File: config.mk
export PLATFORM = sky130hd
export DESIGN_NAME = rhc_field_capture
export DESIGN_NICKNAME = d
export VERILOG_FILES = /design/src/rtl/rhc_pkg.sv /design/src/rtl/rhc_field_capture.sv
export SDC_FILE = /design/constraint.sdc
export NUM_CORES = 1
export LEC_CHECK = 0
export BUFFER_PORTS_ARGS = -buffer_cell sky130_fd_sc_hd__buf_2
export CORE_MARGIN = 2
export CORE_UTILIZATION = 52
export CTS_CLUSTER_DIAMETER = 200
export DETAILED_ROUTE_END_ITERATION = 8
export PLACE_DENSITY_LB_ADDON = 0.1
export SYNTH_ARGS = -nofsm -noshare
export SYNTH_HDL_FRONTEND = slang
export SYNTH_SLANG_ARGS = --single-unit
File: constraint.sdc
create_clock -name clk -period 2.94 [get_ports clk]
set_input_delay 0.588 -clock clk [delete_from_list [all_inputs] [get_ports clk]]
set_output_delay 0.588 -clock clk [all_outputs]
set_load 0.005 [all_outputs]
File: src/rtl/rhc_pkg.sv
package rhc_pkg;

    localparam int unsigned BYTE_W         = 8;
    localparam int unsigned UID_BYTES      = 8;
    localparam int unsigned REF32_BYTES    = 4;
    localparam int unsigned POS_CRC8_REF   = 0;
    localparam int unsigned POS_UID_FIRST  = 1;
    localparam int unsigned POS_CRC32_REF  = 9;
    localparam int unsigned POS_REV        = 13;
    localparam int unsigned POS_LEN        = 14;
    localparam int unsigned DATA_START     = 13;

    localparam logic [7:0]  CRC8_POLY      = 8'h07;
    localparam logic [7:0]  CRC8_SEED      = 8'hFF;
    localparam logic [31:0] CRC32C_POLY_R  = 32'h82F63B78;
    localparam logic [31:0] CRC32C_SEED    = 32'hFFFF_FFFF;
    localparam logic [7:0]  REV_MAX_KNOWN  = 8'd1;

    typedef enum logic {
        PH_RUN  = 1'b0,
        PH_DONE = 1'b1
    } phase_e;

endpackage

File: src/rtl/rhc_field_capture.sv
module rhc_field_capture
    import rhc_pkg::*;
#(
    parameter int unsigned CNT_W = 17,
    parameter int unsigned LEN_W = 16
) (
    input  logic             clk,
    input  logic             rst_n,
    input  logic             clear_i,
    input  logic             take_i,
    input  logic [CNT_W-1:0] idx_i,
    input  logic [7:0]       byte_i,
    output logic [63:0]      uid_o,
    output logic [7:0]       crc8_ref_o,
    output logic [31:0]      crc32_ref_o,
    output logic [7:0]       rev_o,
    output logic [LEN_W-1:0] len_next_o
);

    localparam int unsigned LEN_BYTES = LEN_W / BYTE_W;

    typedef struct packed {
        logic [63:0]      uid;
        logic [7:0]       crc8_ref;
        logic [31:0]      crc32_ref;
        logic [7:0]       rev;
        logic [LEN_W-1:0] len;
    } fields_t;

    fields_t f_d, f_q;

    always_comb begin
        f_d = f_q;
        if (clear_i) begin
            f_d = '0;
        end else if (take_i) begin
            if (idx_i == CNT_W'(POS_CRC8_REF)) begin
                f_d.crc8_ref = byte_i;
            end
            for (int k = 0; k < UID_BYTES; k++) begin
                if (idx_i == CNT_W'(POS_UID_FIRST + k)) begin
                    f_d.uid[8*k +: 8] = byte_i;
                end
            end
            for (int k = 0; k < REF32_BYTES; k++) begin
                if (idx_i == CNT_W'(POS_CRC32_REF + k)) begin
                    f_d.crc32_ref[8*k +: 8] = byte_i;
                end
            end
            if (idx_i == CNT_W'(POS_REV)) begin
                f_d.rev = byte_i;
            end
            for (int k = 0; k < LEN_BYTES; k++) begin
                if (idx_i == CNT_W'(POS_LEN + k)) begin
                    f_d.len[8*k +: 8] = byte_i;
                end
            end
        end
    end

    always_ff @(posedge clk) begin
        if (!rst_n) begin
            f_q <= '0;
        end else begin
            f_q <= f_d;
        end
    end

    assign uid_o       = f_q.uid;
    assign crc8_ref_o  = f_q.crc8_ref;
    assign crc32_ref_o = f_q.crc32_ref;
    assign rev_o       = f_q.rev;
    assign len_next_o  = f_d.len;

    // ID bytes only change while their own slots are being taken
    assert_uid_settled_R2: assert property (@(posedge clk) disable iff (!rst_n)
        (!clear_i && take_i && idx_i > CNT_W'(POS_UID_FIRST + UID_BYTES - 1)) |=> $stable(uid_o));

endmodule

==> results.py, run 1 <==
metrics = {
    "run_status": {
        "outcome": "finished with violations",
        "failed_checks": "setup timing",
    },
    "clock_network": {
        "cts_buffers": 17,
        "h-tree-depth": 4,
        "cts.sinks": 128,
        "path_clk_slew_ns": 0.06,
        "cts_tree": "built",
        "cts-root-buf": "clkbuf_8",
        "clock_latency_ns": 0.51,
        "cts_buffer_depth": 2,
    },
    "timing": {
        "rsz0062_at_grt": "yes",
        "tns_ns": -0.00988,
        "drv_slew": 0,
        "max_freq_ghz": 0.339,
        "finalHoldViolCount": 0,
        "timing.hold.ws_ns": 0.388,
        "setup_ws_ns": -0.00988,
        "finClkSkew_ns": 0,
        "setup_violations": 1,
        "min_period_over_period": 1.00,
        "tightestPinTransition_ns": 0.730,
        "period_needed_ns": 2.95,
        "relSlewSlack": 0.512,
    },
    "yosys": {
        "syn_area_um2": 5770,
        "ys_seq_area_frac": 0.444,
        "ys_types": 25,
        "postSynthCellCount": 604,
        "synth_fp_nets": 633,
        "avgSynthCellArea_um2": 9.56,
        "yosys_warnings": 0,
        "ys_ff_latch": 128,
        "async_reset_ff_frac": 0,
        "synthFlopType": "dfxtp_1",
        "synth_edf_count": 0,
    },
    "setup_path": {
        "start_kind": "input pin",
        "end_kind": "output port",
        "cp.required_ns": 2.35,
        "cp_max_fo": 5,
        "crit_type": "input pin to output port",
        "crit_arrival_ns": 2.36,
    },
    "cells_and_area": {
        "layout-drive-gt1-share": 0.356,
        "seq_area_um2": 2560,
        "nets": 679,
        "n_antenna_cell": 0,
        "fillers": 977,
        "instances_no_fill": 800,
        "multi_input_area_um2": 2320,
        "syn2layout_area_growth_pct": 11.7,
        "design_area_um2": 6450,
    },
    "floorplanning": {
        "initial_core_util": 0.533,
        "core_area_um2": 10800,
        "fp.dieArea_um2": 12000,
        "die_x_um": 109,
        "ioPinCount": 157,
        "die_h_um": 109,
        "fp-row-count": 38,
    },
    "run": {
        "drv_cap": 0,
    },
    "power_and_ir_drop": {
        "clkPwrFrac": 0.489,
        "leakage_nw": 3.57,
        "power.total_mw": 3.62,
        "power_density_nw_per_um2": 561,
        "ir_drop_uv": 293,
        "combPwrFrac": 0.031,
        "power_switching_share": 0.220,
        "p_int_mw": 2.82,
        "pwr-share-seq": 0.480,
        "p_sw_mw": 0.795,
    },
    "placed_design": {
        "dp_hpwl_um": 9020,
        "gp_congestion": 0.853,
        "dp_cells": 766,
        "port_buffers": 156,
        "place_area_um2": 5840,
    },
    "detailed_routing": {
        "drt_wl_total_um": 13400,
        "num_vias": 4104,
        "postRouteAntennaNets": 0,
        "drt-initial-drc-count": 239,
        "vias_per_cell": 5.13,
        "drc_errors": 0,
        "wire_per_inst_um": 16.7,
        "dr.pass1.iters": 4,
    },
    "global_routing": {
        "grtUsageTotal": 0.225,
        "grt_overflow_total": 0,
        "grt_pass1_vias": 3901,
        "antenna_found_initial": 0,
        "grt_pass1_wl_um": 20200,
        "grt_max_degree": 50,
    },
    "hold_path": {
        "worst_hold_path_type": "input pin to flip-flop",
    },
}
==> final cells by class <==
class | count | share of cell area
Clock buffer | 22 | 0.0702
Sequential cell | 128 | 0.397
Tap cell | 140 | 0.0271
Timing Repair Buffer | 172 | 0.140
Multi-Input combinational cell | 331 | 0.360
Clock inverter | 7 | 0.00621
==> path summary, 6_finish.rpt <==
path                   from        endpoint  slack [ns]  cells past startpoint
setup / recovery   idx_i[5]  len_next_o[13]       -0.01                      8
hold / removal    byte_i[0]          f_q[8]        0.39                      3
setup reg to reg   rev_o[1]        rev_o[1]        2.30                      2
hold reg to reg   uid_o[11]       uid_o[11]        0.46                      2
==> worst max-delay path: stages <==
cell and delay (ns):
buf_2 0.10, or4_4 0.55, buf_6 0.16, nor4_4 0.29, buf_4 0.20, nand3_1 0.10
a21oi_1 0.22, buf_2 0.15
==> power by group through the flow <==
| stage | Combinational, mW | Sequential [mW] | Clock (mW) |
|---|---|---|---|
| after CTS | 0.110 | 1.74 | 1.79 |
| after global routing | 0.122 | 1.73 | 1.88 |
| after detailed placement | 0.109 | 1.77 | 0 |
| after global placement | 0.108 | 1.77 | 0 |
| final | 0.113 | 1.74 | 1.77 |
| after floorplan | 0.0595 | 1.77 | 0 |
==> per-stage QoR <==
stage	util	setup WS [ns]
after detailed placement	0.539	-0.0553
after global routing	0.595	-0.0422
final	0.595	-0.00988
after floorplan	-	0.226
after CTS	0.587	0.0234
after global placement	0.539	-0.0367
==> synthesized netlist by cell type (all sizes together), types with 2 or more instances <==
master / count / area [um2]
a21boi: 16 / 120
nor3b: 2 / 25.0
nand2b: 3 / 18.8
buf: 117 / 872
mux2i: 112 / 1120
dfxtp: 128 / 2560
nand2: 135 / 557
nor4: 4 / 52.6
or4: 5 / 45.0
a21oi: 16 / 80.1
nand3: 17 / 85.1
o21ai: 16 / 80.1
clkbuf: 28 / 105
==> cell families (layout without fill, tap and decap cells) <==
logic type / after synthesis / count (layout) / share of synthesized area
AOI/OAI and AO/OA: 48 / 48 / 0.0485
DFF: 128 / 128 / 0.444
buffers and inverters: 145 / 201 / 0.169
and+or+nand+nor: 171 / 171 / 0.144
muxes: 112 / 112 / 0.194
==> layer usage <==
metal  up-vias  global-route usage  wire length, um
li1       1992                   -                -
met1      1958               0.289             5800
met2       141               0.356             6370
met3        13              0.0705             1040
met4         0              0.0850              145
met5         -                   0                0
==> cell usage in the layout (no fill, tap or decap), types with 2 or more instances in the layout <==
| cell | count |
|---|---|
| buf_2 | 157 |
| dfxtp_1 | 128 |
| nand2_1 | 123 |
| mux2i_1 | 112 |
| a21boi_1 | 16 |
| clkbuf_16 | 16 |
| nand3_1 | 14 |
| buf_4 | 14 |
| o21ai_1 | 12 |
| a21oi_1 | 10 |
| nand2_2 | 8 |
| a21oi_2 | 6 |
| clkinv_2 | 5 |
| or4_4 | 4 |
| o21ai_2 | 4 |
| nand2_4 | 4 |
| nand2b_1 | 3 |
| nor4_4 | 3 |
| nand3_2 | 3 |
| clkbuf_8 | 3 |
| clkbuf_1 | 3 |
| nor3b_2 | 2 |
| clkinvlp_4 | 2 |
==> sequential cells by signal, indices dropped and copies added, names as in the netlist <==
name,count
rev_o,8
crc8_ref_o,8
crc32_ref_o,32
uid_o,64
f_q,16
==> repair_timing <==
action                     CTS  global route
hold buffers                 0             0
gates cloned                 0             2
setup buffers                2             1
pin swaps                    0             7
setup endpoints to repair   16            15
resized for setup            2            19
(Power assumes the default switching activity.)
==> run 2: changes to the inputs <==
Settings changed: CORE_UTILIZATION 52 to 47.
Clock period 2.94 ns to 2.7 ns, I/O delays scaled along.
==> run 2 against run 1 <==
  * The run still ends with setup timing left
  * Clock skew is the same
  * Cell count up 2.5%
  * Sequential power increased by 9%
  * Routed wire length rose by 4.4%
  * Register-to-register slack lost 0.47 ns
  * Design area increased by 4.8%
  * Critical path depth fell by 2
  * Global-route usage shrank 1.3 points
  * Die area increased by 10%
  * Clock power rose by 19%
  * Worst setup slack lost 0.11 ns
  * Critical path type unchanged
==> results.py, run 2 (synthesis results as in run 1) <==
metrics = {
    "setup_path": {
        "cp_max_fo": 8,
        "critPathMaxStageDelay_ns": 0.66,
        "crit_chain": "buf_6 -> or4_4 -> or4_4 -> o21ai_2 -> a21oi_2 -> buf_2",
        "crit_type": "input pin to output port",
        "critPathTopFamily": "simple AND/OR/NAND/NOR gates",
        "start_kind": "input pin",
        "cp.required_ns": 2.16,
        "crit_top_cell": "or4_4",
        "end_kind": "output port",
        "cpMaxStageDelayCell": "or4_4",
        "crit_arrival_ns": 2.28,
        "path_buf_inv": 2,
    },
    "clock_network": {
        "h-tree-depth": 4,
        "clock_latency_ns": 0.41,
        "cts.sinks": 128,
        "cts_buffers": 17,
        "cts-root-buf": "clkbuf_16",
        "cts_hold_buf": 0,
        "cts_tree": "built",
        "cts_buffer_depth": 2,
        "path_clk_slew_ns": 0.05,
    },
    "placed_design": {
        "gp_congestion": 0.811,
        "port_buffers": 156,
        "dp_cells": 779,
        "dp_hpwl_um": 9350,
    },
    "timing": {
        "period_needed_ns": 2.82,
        "setup_violations": 16,
        "tns_ns": -1.57,
        "tightestPinTransition_ns": 0.756,
        "rsz0062_at_grt": "yes",
        "finClkSkew_ns": 0,
        "max_freq_ghz": 0.354,
        "setup_ws_ns": -0.124,
        "finalHoldViolCount": 0,
        "relSlewSlack": 0.495,
        "min_period_over_period": 1.05,
        "drv_slew": 0,
    },
    "power_and_ir_drop": {
        "power.total_mw": 4.13,
        "power_density_nw_per_um2": 611,
        "ir_drop_uv": 427,
        "leakage_nw": 3.66,
    },
    "floorplanning": {
        "fp-row-count": 40,
        "fp.dieArea_um2": 13200,
        "initial_core_util": 0.481,
        "ioPinCount": 157,
        "core_area_um2": 12000,
        "die_h_um": 115,
        "die_x_um": 115,
    },
    "detailed_routing": {
        "dr_wl_met3_um": 1050,
        "vias_per_cell": 5.02,
        "top_layer": "met4",
        "drc_errors": 0,
        "wire_per_inst_um": 17.0,
        "drt_wl_total_um": 14000,
        "drt-initial-drc-count": 268,
        "routedLengthMet1_um": 6290,
        "postRouteAntennaNets": 0,
        "dr.pass1.iters": 4,
        "num_vias": 4115,
        "dr_wl_met2_um": 6490,
    },
    "global_routing": {
        "grt_pass1_wl_um": 21500,
        "antenna_found_initial": 0,
        "grtUsageTotal": 0.212,
        "grt_overflow_total": 0,
        "grt_pass1_vias": 3974,
        "grt_max_degree": 73,
    },
    "run": {
        "drv_cap": 0,
    },
    "hold_path": {
        "worst_hold_path_type": "input pin to flip-flop",
    },
    "cells_and_area": {
        "layout-drive-gt1-share": 0.407,
        "syn2layout_area_growth_pct": 17.1,
        "layout_common_cells": "buf_2 (154), dfxtp_1 (128), nand2_1 (123)",
        "final_common_cell": "buf_2",
        "n_antenna_cell": 0,
        "instances_no_fill": 820,
        "largest_reg_flops": 64,
        "nets": 689,
    },
    "run_status": {
        "failed_checks": "setup timing",
        "outcome": "finished with violations",
    },
}
==> run 2: cell types whose count changed in the layout (fill, tap and decap cells not counted), moves of 4 or more <==
cell | before | now
o21ai_1 | 12 | 0
buf_6 | 1 | 5
nand3_2 | 3 | 13
buf_4 | 14 | 21
o21ai_2 | 4 | 15
nand3_1 | 14 | 3
==> run 2: power breakdown <==
| part | internal [mW] | total, mW | switching (mW) |
|---|---|---|---|
| combinational | 0.0395 | 0.135 | 0.0951 |
| clock | 1.31 | 2.11 | 0.803 |
| sequential | 1.89 | 1.89 | 0.00000141 |
| total | 3.24 | 4.13 | 0.898 |
==> run 2: worst paths after layout <==
| kind | from | endpoint | slack, ns | depth (start not counted) |
|---|---|---|---|---|
| worst min register to register | uid_o[1] | uid_o[1] | 0.45 | 2 |
| worst max-delay path | idx_i[14] | len_next_o[3] | -0.12 | 6 |
| worst max register to register | f_q[15] | f_q[15] | 1.83 | 3 |
| worst min-delay path | byte_i[0] | f_q[0] | 0.44 | 3 |
==> run 2: layout make-up <==
| class | count | area [um2] |
|---|---|---|
| clock buffers | 22 | 464 |
| multi-input cells | 331 | 2450 |
| clock inverters | 10 | 87.6 |
| repair buffers | 182 | 1020 |
| fillers | 1091 | 5250 |
| flip-flops and latches | 128 | 2560 |
| well taps | 147 | 184 |
==> run 2: through the flow <==
step                      hold slack (ns)  instance area [um2]  setup WS, ns  utilization
after floorplan                     0.439                 5770        0.0819            -
after global placement              0.443                 5910        -0.184        0.492
after detailed placement            0.449                 5910        -0.219        0.492
after CTS                           0.431                 6590       -0.0754        0.548
after global routing                0.444                 6760        -0.165        0.563
final                               0.435                 6760        -0.124        0.563
==> run 2: tightest hold or removal path: stages <==
cell,delay [ns]
buf_2,0.12
nand3_2,0.06
a21boi_1,0.06
==> run 2: layer usage <==
layer  up-vias  global-route usage
met2       143               0.336
li1       2028                   -
met5         -                   0
met4         0              0.0570
met3        12              0.0780
met1      1932               0.275
==> run 2: what timing repair did <==
| action | in CTS | in global routing |
|---|---|---|
| endpoints found under the setup margin | 16 | 16 |
| gates resized for setup | 21 | 35 |
| cloned | 2 | 0 |
| buffers inserted | 3 | 4 |
| pin swaps | 12 | 11 |
